[src/rtl/cpf_pkg.sv]
package cpf_pkg;
   localparam int WORD_W = 32;
   localparam int WC_W   = 16;
   localparam int REM_W  = WC_W - 1;

   localparam logic [3:0] OFS_CFG  = 4'h0;
   localparam logic [3:0] OFS_HDR  = 4'h4;
   localparam logic [3:0] OFS_PLD  = 4'h8;
   localparam logic [3:0] OFS_STAT = 4'hC;

   localparam int ST_OVF = 7;

   localparam logic [WORD_W-1:0] CFG_MASK = 32'h010F_7F02;
   localparam int CFG_ACK = 1;

   typedef enum logic [1:0] {TX_IDLE, TX_HDR, TX_PLD} tx_state_e;

   function automatic logic lp_pick(input logic [5:0] dt, input logic [WORD_W-1:0] cfg);
      case (dt)
         6'h03:   return cfg[8];
         6'h13:   return cfg[9];
         6'h23:   return cfg[10];
         6'h04:   return cfg[11];
         6'h14:   return cfg[12];
         6'h24:   return cfg[13];
         6'h29:   return cfg[14];
         6'h05:   return cfg[16];
         6'h15:   return cfg[17];
         6'h06:   return cfg[18];
         6'h39:   return cfg[19];
         6'h37:   return cfg[24];
         default: return 1'b0;
      endcase
   endfunction

   function automatic logic is_long(input logic [5:0] dt);
      return dt[3:0] == 4'h9;
   endfunction

   function automatic logic is_read(input logic [5:0] dt);
      return (dt == 6'h04) || (dt == 6'h14) || (dt == 6'h24) || (dt == 6'h06);
   endfunction
endpackage

[src/rtl/cpf_fifo.sv]
module cpf_fifo #(
   parameter int DEPTH = 4,
   parameter int W     = 32
) (
   input  logic         clk,
   input  logic         rst_n,
   input  logic         push,
   input  logic [W-1:0] din,
   input  logic         pop,
   output logic [W-1:0] dout,
   output logic         empty,
   output logic         full
);
   initial begin
      assert (DEPTH >= 1) else $error("cpf_fifo: DEPTH must be at least 1");
      assert (W >= 1) else $error("cpf_fifo: W must be at least 1");
   end

   generate
      if (DEPTH == 1) begin : g_single
         logic [W-1:0] data_q;
         logic         held_q;
         always_ff @(posedge clk) begin
            if (!rst_n) held_q <= 1'b0;
            else if (push) held_q <= 1'b1;
            else if (pop) held_q <= 1'b0;
         end
         always_ff @(posedge clk) begin
            if (push) data_q <= din;
         end
         assign dout  = data_q;
         assign empty = !held_q;
         assign full  = held_q;
      end else begin : g_ring
         localparam int PTR_W = $clog2(DEPTH);
         localparam int CNT_W = $clog2(DEPTH + 1);
         logic [W-1:0]     mem [DEPTH];
         logic [PTR_W-1:0] wp_q, rp_q;
         logic [CNT_W-1:0] cnt_q;
         always_ff @(posedge clk) begin
            if (!rst_n) begin
               wp_q  <= '0;
               rp_q  <= '0;
               cnt_q <= '0;
            end else begin
               if (push) wp_q <= (wp_q == PTR_W'(DEPTH - 1)) ? '0 : wp_q + 1'b1;
               if (pop)  rp_q <= (rp_q == PTR_W'(DEPTH - 1)) ? '0 : rp_q + 1'b1;
               cnt_q <= cnt_q + CNT_W'(push) - CNT_W'(pop);
            end
         end
         always_ff @(posedge clk) begin
            if (push) mem[wp_q] <= din;
         end
         assign dout  = mem[rp_q];
         assign empty = (cnt_q == '0);
         assign full  = (cnt_q == CNT_W'(DEPTH));
      end
   endgenerate

   // callers must discard writes that arrive while full
   p_no_push_full_r6: assert property (@(posedge clk) disable iff (!rst_n)
      !(push && full));
   // the transmitter never takes a word that is not there
   p_no_underflow_r5: assert property (@(posedge clk) disable iff (!rst_n)
      !(pop && empty));
endmodule

[src/rtl/cpf_tx_engine.sv]
module cpf_tx_engine import cpf_pkg::*; (
   input  logic              clk,
   input  logic              rst_n,
   input  logic [WORD_W-1:0] cfg,
   input  logic              cmd_empty,
   input  logic [WORD_W-1:0] cmd_dout,
   output logic              cmd_pop,
   input  logic              pld_empty,
   input  logic [WORD_W-1:0] pld_dout,
   output logic              pld_pop,
   output logic              lk_valid,
   input  logic              lk_ready,
   output logic [WORD_W-1:0] lk_data,
   output logic              lk_last,
   output logic              lk_lp,
   output logic              lk_ack,
   output logic              rd_sent
);
   tx_state_e         state_q;
   logic [WORD_W-1:0] hdr_q;
   logic [REM_W-1:0]  rem_q;
   logic              lp_q, ack_q;

   logic [WC_W:0]     wc_sum;
   logic [REM_W-1:0]  wc_words;

   assign wc_sum   = {1'b0, cmd_dout[8 +: WC_W]} + (WC_W + 1)'(3);
   assign wc_words = wc_sum[WC_W:2];

   always_comb begin
      cmd_pop  = 1'b0;
      pld_pop  = 1'b0;
      lk_valid = 1'b0;
      lk_data  = hdr_q;
      lk_last  = 1'b0;
      rd_sent  = 1'b0;
      case (state_q)
         TX_IDLE: cmd_pop = !cmd_empty;
         TX_HDR: begin
            lk_valid = 1'b1;
            lk_last  = (rem_q == '0);
            rd_sent  = lk_ready && (rem_q == '0) && is_read(hdr_q[5:0]);
         end
         TX_PLD: begin
            lk_valid = !pld_empty;
            lk_data  = pld_dout;
            lk_last  = (rem_q == REM_W'(1));
            pld_pop  = !pld_empty && lk_ready;
         end
         default: ;
      endcase
   end

   assign lk_lp  = lp_q;
   assign lk_ack = ack_q;

   always_ff @(posedge clk) begin
      if (!rst_n) begin
         state_q <= TX_IDLE;
         hdr_q   <= '0;
         rem_q   <= '0;
         lp_q    <= 1'b0;
         ack_q   <= 1'b0;
      end else begin
         case (state_q)
            TX_IDLE: if (!cmd_empty) begin
               hdr_q   <= cmd_dout;
               rem_q   <= is_long(cmd_dout[5:0]) ? wc_words : '0;
               lp_q    <= lp_pick(cmd_dout[5:0], cfg);
               ack_q   <= cfg[CFG_ACK];
               state_q <= TX_HDR;
            end
            TX_HDR: if (lk_ready) state_q <= (rem_q == '0) ? TX_IDLE : TX_PLD;
            TX_PLD: if (pld_pop) begin
               rem_q <= rem_q - 1'b1;
               if (rem_q == REM_W'(1)) state_q <= TX_IDLE;
            end
            default: state_q <= TX_IDLE;
         endcase
      end
   end

   // a stalled word is held
   p_hold_r4: assert property (@(posedge clk) disable iff (!rst_n)
      lk_valid && !lk_ready |=> lk_valid && $stable(lk_data) && $stable(lk_last));
   // the final word closes the packet, the next cycle is idle
   p_gap_after_last_r5: assert property (@(posedge clk) disable iff (!rst_n)
      lk_valid && lk_ready && lk_last |=> !lk_valid);
   // the mode flags stay fixed within a packet
   p_flags_steady_r8: assert property (@(posedge clk) disable iff (!rst_n)
      lk_valid && !lk_last |=> $stable(lk_lp) && $stable(lk_ack));
endmodule

[src/rtl/cpf_cmd_if.sv]
module cpf_cmd_if import cpf_pkg::*; #(
   parameter int CMD_DEPTH = 4,
   parameter int WR_DEPTH  = 8,
   parameter int RD_DEPTH  = 4,
   parameter int ADDR_W    = 4
) (
   input  logic              clk,
   input  logic              rst_n,
   input  logic              bus_wr,
   input  logic              bus_rd,
   input  logic [ADDR_W-1:0] bus_addr,
   input  logic [31:0]       bus_wdata,
   output logic [31:0]       bus_rdata,
   output logic              lk_valid,
   input  logic              lk_ready,
   output logic [31:0]       lk_data,
   output logic              lk_last,
   output logic              lk_lp,
   output logic              lk_ack,
   input  logic              rsp_valid,
   output logic              rsp_ready,
   input  logic [31:0]       rsp_data,
   input  logic              rsp_last
);
   initial begin
      assert (ADDR_W >= 4) else $error("cpf_cmd_if: ADDR_W must be at least 4");
   end

   logic sel_cfg, sel_hdr, sel_pld, sel_stat;
   assign sel_cfg  = (bus_addr == ADDR_W'(OFS_CFG));
   assign sel_hdr  = (bus_addr == ADDR_W'(OFS_HDR));
   assign sel_pld  = (bus_addr == ADDR_W'(OFS_PLD));
   assign sel_stat = (bus_addr == ADDR_W'(OFS_STAT));

   logic [WORD_W-1:0] cfg_q;
   logic              ovf_q, busy_q;

   logic              cmd_empty, cmd_full, cmd_push, cmd_pop;
   logic [WORD_W-1:0] cmd_dout;
   logic              wr_empty, wr_full, wr_push, wr_pop;
   logic [WORD_W-1:0] wr_dout;
   logic              rd_empty, rd_full, rd_push, rd_pop;
   logic [WORD_W-1:0] rd_dout;
   logic              rd_sent, drop, clr_ovf;

   assign cmd_push  = bus_wr && sel_hdr && !cmd_full;
   assign wr_push   = bus_wr && sel_pld && !wr_full;
   assign drop      = bus_wr && ((sel_hdr && cmd_full) || (sel_pld && wr_full));
   assign clr_ovf   = bus_wr && sel_stat && bus_wdata[ST_OVF];
   assign rsp_ready = !rd_full;
   assign rd_push   = rsp_valid && !rd_full;
   assign rd_pop    = bus_rd && sel_pld && !rd_empty;

   cpf_fifo #(.DEPTH(CMD_DEPTH), .W(WORD_W)) u_cmd (
      .clk(clk), .rst_n(rst_n), .push(cmd_push), .din(bus_wdata), .pop(cmd_pop),
      .dout(cmd_dout), .empty(cmd_empty), .full(cmd_full));

   cpf_fifo #(.DEPTH(WR_DEPTH), .W(WORD_W)) u_wr (
      .clk(clk), .rst_n(rst_n), .push(wr_push), .din(bus_wdata), .pop(wr_pop),
      .dout(wr_dout), .empty(wr_empty), .full(wr_full));

   cpf_fifo #(.DEPTH(RD_DEPTH), .W(WORD_W)) u_rd (
      .clk(clk), .rst_n(rst_n), .push(rd_push), .din(rsp_data), .pop(rd_pop),
      .dout(rd_dout), .empty(rd_empty), .full(rd_full));

   cpf_tx_engine u_tx (
      .clk(clk), .rst_n(rst_n), .cfg(cfg_q),
      .cmd_empty(cmd_empty), .cmd_dout(cmd_dout), .cmd_pop(cmd_pop),
      .pld_empty(wr_empty), .pld_dout(wr_dout), .pld_pop(wr_pop),
      .lk_valid(lk_valid), .lk_ready(lk_ready), .lk_data(lk_data),
      .lk_last(lk_last), .lk_lp(lk_lp), .lk_ack(lk_ack), .rd_sent(rd_sent));

   always_ff @(posedge clk) begin
      if (!rst_n) begin
         cfg_q  <= '0;
         ovf_q  <= 1'b0;
         busy_q <= 1'b0;
      end else begin
         if (bus_wr && sel_cfg) cfg_q <= bus_wdata & CFG_MASK;
         if (drop) ovf_q <= 1'b1;
         else if (clr_ovf) ovf_q <= 1'b0;
         if (rd_sent) busy_q <= 1'b1;
         else if (rd_push && rsp_last) busy_q <= 1'b0;
      end
   end

   logic [WORD_W-1:0] status;
   assign status = {24'b0, ovf_q, busy_q, rd_full, rd_empty,
                    wr_full, wr_empty, cmd_full, cmd_empty};

   always_comb begin
      bus_rdata = '0;
      if (sel_cfg)       bus_rdata = cfg_q;
      else if (sel_stat) bus_rdata = status;
      else if (sel_pld)  bus_rdata = rd_empty ? '0 : rd_dout;
   end

   // the read flag rises only after a packet end was accepted
   p_busy_rise_r9: assert property (@(posedge clk) disable iff (!rst_n)
      $rose(busy_q) |-> $past(lk_valid && lk_ready && lk_last));
   // it falls only on an accepted final response word
   p_busy_fall_r9: assert property (@(posedge clk) disable iff (!rst_n)
      $fell(busy_q) |-> $past(rsp_valid && rsp_ready && rsp_last));
   // the overflow flag holds until cleared
   p_ovf_sticky_r6: assert property (@(posedge clk) disable iff (!rst_n)
      ovf_q && !clr_ovf |=> ovf_q);
   // with nothing queued or in flight, the link stays quiet
   p_idle_quiet_r11: assert property (@(posedge clk) disable iff (!rst_n)
      cmd_empty && !lk_valid && !$past(cmd_push) |=> !lk_valid);
endmodule

[config.mk]
export PLATFORM = sky130hd
export DESIGN_NAME = cpf_cmd_if
export DESIGN_NICKNAME = d
export VERILOG_FILES = /design/src/rtl/cpf_pkg.sv /design/src/rtl/cpf_fifo.sv /design/src/rtl/cpf_tx_engine.sv /design/src/rtl/cpf_cmd_if.sv
export SDC_FILE = /design/constraint.sdc
export NUM_CORES = 1
export LEC_CHECK = 0
export ABC_AREA = 0
export ABC_CLOCK_PERIOD_IN_PS = 16600
export BUFFER_PORTS_ARGS = -buffer_cell sky130_fd_sc_hd__clkbuf_2
export CAP_MARGIN = 20
export CORE_ASPECT_RATIO = 0.8
export CORE_UTILIZATION = 50
export CTS_CLUSTER_DIAMETER = 40
export DETAILED_ROUTE_END_ITERATION = 8
export PLACE_DENSITY = 0.74
export SYNTH_ARGS = -nofsm -noshare
export SYNTH_HDL_FRONTEND = slang
export SYNTH_SLANG_ARGS = --single-unit
[constraint.sdc]
create_clock -name clk -period 16.6 [get_ports clk]
set_input_delay 3.32 -clock clk [delete_from_list [all_inputs] [get_ports clk]]
set_output_delay 3.32 -clock clk [all_outputs]
set_load 0.03 [all_outputs]
* After elaboration in Yosys (flattened, before gate mapping)
Memories as Yosys holds them, arrays and structs flattened. A register that Yosys moved wholly into a read port is not among the register bits.
Cells that the tools add are included.
** Word-level totals
- Bits in registers :: 90
- RAM bits :: 512
- Output and inout port bits :: 69
- Word-level logic and storage cells :: 153
- Memories :: 3
** Memories
- u_wr.g_ring.mem :: depth 8, bits a word 32, read ports 1, clocked after memory_dff 1, wr ports 1, line cpf_fifo.sv:37 : logic [W-1:0] mem [DEPTH];
- u_cmd.g_ring.mem :: depth 4, bits a word 32, read ports 1, clocked after memory_dff 1, wr ports 1, line cpf_fifo.sv:37
- u_rd.g_ring.mem :: depth 4, bits a word 32, read ports 1, clocked after memory_dff 1, wr ports 1, line cpf_fifo.sv:37
** Operators by class
- Add/subtract/negate cells :: 14
- Equal/unequal tests :: 36
- Muxes and demuxes :: 43
- Bitwise gates (word level) :: 1
- Reduce and logical (&&, ||, !) cells :: 39
** Operators by type and width (number)
- $mux 32 :: 5
- $mux 15 :: 3
- $eq 6x6->1 const B :: 6
- $eq 6x3->1 const B :: 5
- $pmux 15 s2 :: 1
- $mux 2 :: 13
- $eq 6x5->1 const B :: 4
- $add 16x2->17 const B :: 1
- $logic_and 1x1->1 :: 17
- $eq 4x4->1 const B :: 4
- $eq 15x1->1 const B :: 1
- $logic_not 15->1 :: 1
- $sub 15x1->15 const B :: 1
- $mux 1 :: 13
- $eq 3x3->1 const B :: 4
- $mux 3 :: 4
- $pmux 1 s12 :: 1
- $eq 2x2->1 const B :: 5
- $add 2x1->2 const B :: 4
- $logic_not 4->1 :: 2
- $add 3x1->3 :: 2
- $add 3x1->3 const B :: 2
- $eq 6x2->1 const B :: 1
- $logic_not 1->1 :: 6
- other kinds (17) :: 27

* Depth between registers and ports, before layout
- Word-level depth :: 7
- Gate-level depth with buffers :: 12
- Depth with buffers taken out :: 12

* Hierarchy
A second synthesis with hierarchy kept.
** Unflattened totals
- Cell total of the unflattened synthesis :: 1390
- Area, all modules :: 24856.3 µm²
** Modules (own cells, without submodules)
- cpf_fifo (u_wr) :: times used 1, cells an instance 442, area an instance 10422.5 µm²
- cpf_fifo (u_cmd ...) :: times used 2, cells an instance 211, area an instance 5116.2 µm²
- cpf_tx_engine :: times used 1, cells an instance 402, area an instance 3201.8 µm²
- cpf_cmd_if :: times used 1, cells an instance 124, area an instance 999.7 µm²

* Worst setup path before layout
OpenSTA, ideal clock, no wires.
- Kind :: input port to output port
- From :: input port bus_addr[3]
- To :: output port bus_rdata[10]
- Arrival time :: 4.565 ns
- Required time :: 13.280 ns
- Path slack :: 8.715 ns
- Stages :: 3
- Cell sequence :: nor4_1 clkbuf_1 a22o_1
** On the way
- Word-level cells in the longest chain between the ends :: 4
** Ends and longest elaborated chain
- start, declared :: line cpf_cmd_if.sv:11 : input logic [ADDR_W-1:0] bus_addr,
- $eq 4x4->1 :: line cpf_cmd_if.sv:32 : assign sel_pld = (bus_addr == ADDR_W'(OFS_PLD));
- $mux 32 :: line cpf_cmd_if.sv:95 : else if (sel_pld) bus_rdata = rd_empty ? '0 : rd_dout;
- $mux 32 :: line cpf_cmd_if.sv:94 : else if (sel_stat) bus_rdata = status;
- $mux 32 (*) :: line cpf_cmd_if.sv:93 : if (sel_cfg) bus_rdata = cfg_q;
- end, declared :: line cpf_cmd_if.sv:13 : output logic [31:0] bus_rdata,
Every way passes the cells marked *; elsewhere a longest branch is shown, timed or not.

* Final worst setup path
- From :: input port bus_addr[1]
- To :: output port bus_rdata[25]
The elaborated chain is that of the path after synthesis.

==> impl_metrics.json <==
{
  "num_vias": 13600,
  "tightest_slew_ns": 1.08,
  "async_reset_ff_share_pct": 0,
  "reg2reg_slack_ns": 12.66,
  "postCtsSetupBuffers": 0,
  "yosysSeqAreaShare_pct": 71.1,
  "period_share_pct": 51.1,
  "grt.total_usage_pct": 22.5,
  "layout_common_cells": "edfxtp_1, clkbuf_2, nand2_1",
  "portBuffers": 143,
  "leakagePower_uw": 0.00936,
  "clk_path_buf_depth": 3,
  "io_pins": 144,
  "synth.distinct_cells": 66,
  "dieArea_um2": 49600,
  "drv_cap": 0,
  "report.final.slew_viol_count": 0,
  "grt_pass1_wl_um": 82600,
  "areaGrowthSynthToFinish_pct": 15.3,
  "max_freq_ghz": 0.118,
  "hpwl_um": 32900,
  "powerDensity_nw_per_um2": 145,
  "ys_seq_elements": 609,
  "synth_ff_type": "edfxtp_1",
  "run_status": "complete, no violations",
  "multiInputGateArea_um2": 6670,
  "gp_congestion": 0.906,
  "clk_root_buffer_cell": "clkbuf_16",
  "synth_top_area_share_pct": 63.2,
  "fillCellCount": 3353,
  "htree_num_levels": 3,
  "first_pass_iters": 5,
  "rsz0062_at_grt": "no",
  "cp-end-kind": "primary output",
  "worstSkewPairLatency_ns": 0.60,
  "worst-setup-path-type": "in2out",
  "syn_nets": 1545,
  "avgSynthCellArea_um2": 17.0,
  "netlist_instances": 1436,
  "crit_arrival_ns": 5.17,
  "hold_viol_final": 0,
  "antenna_found_initial": 2,
  "layout_min_cycle_time_ns": 8.49,
  "diodes": 0,
  "cts_made_buffers": 70,
  "crit_fanout": 34,
  "cp.required_ns": 13.28,
  "peakVddDrop_v": 0.000123,
  "drt_wl_total_um": 55000,
  "regArea_um2": 17300,
  "grt_overflow": 0,
  "ant_nets": 0,
  "synth_area_leaders": "edfxtp_1, mux4_2, dfxtp_1",
  "synth_area_um2": 24300,
  "min_path_type": "reg2reg",
  "grt_pass1_vias": 13600,
  "finalSetupViolCount": 0,
  "grt_max_degree": 88,
  "ctsHoldBuffers": 0,
  "cts_sinks": 609,
  "cp-start-kind": "primary input",
  "via_per_inst": 5.98,
  "fp-row-count": 71,
  "fin_nets": 1714,
  "wl_per_cell_um": 24.1,
  "mostFrequentLayoutCell": "edfxtp_1",
  "synth_enable_flop_cells": 512,
  "drc": 0,
  "relSlewSlack_pct": 27.9,
  "start_util_pct": 51.2,
  "chipWidth_um": 249,
  "clock-skew-final_ns": 0.0299,
  "drt_iter0_markers": 1321,
  "synth_top_cell_by_area": "edfxtp_1",
  "holdWs_ns": 0.457,
  "drive_gt1_share_pct": 25.9,
  "cts_resized": 0,
  "cts_tree": "built",
  "clk_pin_slew_worst_paths_ns": 0.06,
  "die_y_um": 199,
  "core-area_um2": 47500,
  "ys_warn_count": 0,
  "final.setup.tns_ns": 0
}
==> flip-flops by register name, summed over array words and instances (netlist names), 2 cells and up, named ones only <==
register and flops:
u_wr.g_ring.wp_q 3, u_cmd.g_ring.rp_q 2, u_cmd.g_ring.cnt_q 3, cfg_q 13, u_wr.g_ring.cnt_q 4, u_rd.g_ring.mem 128, u_tx.rem_q 15, u_tx.state_q 2
u_wr.g_ring.mem 256, u_wr.g_ring.rp_q 3, u_rd.g_ring.cnt_q 3, u_rd.g_ring.rp_q 2, u_cmd.g_ring.mem 128, u_cmd.g_ring.wp_q 2, u_tx.hdr_q 32, u_rd.g_ring.wp_q 2
==> final cells by class <==
cell class	count	area share (%)
Sequential cell	609	61.7
Multi-Input combinational cell	722	23.7
Clock buffer	80	6.44
Timing Repair Buffer	172	3.31
Tap cell	620	2.76
Clock inverter	47	1.64
Inverter	30	0.401
==> layer usage <==
metal | GRT usage [%] | share of wire [%]
met5 | 0 | 0.049
met4 | 7.68 | 2.6
met3 | 4.06 | 6.7
met2 | 37.6 | 49
met1 | 30.2 | 42
==> cells by family (layout without fill, tap and decap cells) <==
group | after synthesis | after routing | synth area share, %
AOI/OAI and AO/OA | 188 | 188 | 4.65
adders and majority gates | 35 | 35 | 1.88
and+or+nand+nor | 311 | 311 | 6.13
buffers and inverters | 105 | 329 | 1.78
muxes | 175 | 175 | 14.0
xor gates and xnor gates | 13 | 13 | 0.468
DFF | 609 | 609 | 71.1
==> power by group <==
part | internal (µW) | total, µW | switching, µW
clock | 878 | 1500 | 627
sequential | 1750 | 1800 | 57.8
combinational | 242 | 764 | 521
==> cell usage after synthesis (5+ instances only) <==
library cell and count:
edfxtp_1 512, nand2_1 123, mux4_2 116, a21oi_1 99, dfxtp_1 97, nor2_1 62
clkbuf_1 53, mux2i_1 46, ha_1 31, o21ai_0 30, inv_1 27, and2_1 23
nor3_1 21, a22o_1 16, nand3_1 16, buf_1 14, mux4_1 12, nor4_1 11
xnor2_1 9, and3_1 8, nand4_1 8, or3_1 8, nor3b_1 5, o21a_1 5
==> worst max-delay path, stage by stage <==
cell	delay [ns]
clkbuf_2	0.09
nor2_1	0.31
and3_1	0.94
and2_1	0.27
clkbuf_2	0.21
==> path summary, 6_finish.rpt <==
path                                       startpoint                     to  cells after the start
worst max-delay path                      bus_addr[1]          bus_rdata[25]                      5
worst min-delay path                   u_tx.hdr_q[16]         u_tx.hdr_q[16]                      2
worst max register to register  u_cmd.g_ring.cnt_q[1]  u_cmd.g_ring.cnt_q[2]                     11
worst min register to register         u_tx.hdr_q[16]         u_tx.hdr_q[16]                      2
==> through the flow <==
step	area [µm²]	instances	util, %	power [µW]	setup WS (ns)
detailed placement	25800	2152	54.3	2590	8.19
CTS	28100	2279	59.1	4090	8.17
global route	28100	2280	59.1	4220	7.96
finish	28100	2280	59.1	4070	8.11
floorplan	24300	1436	-	2350	8.71
global placement	25800	2152	54.3	2570	8.36
Note: power is estimated with default switching activity, not from simulation.
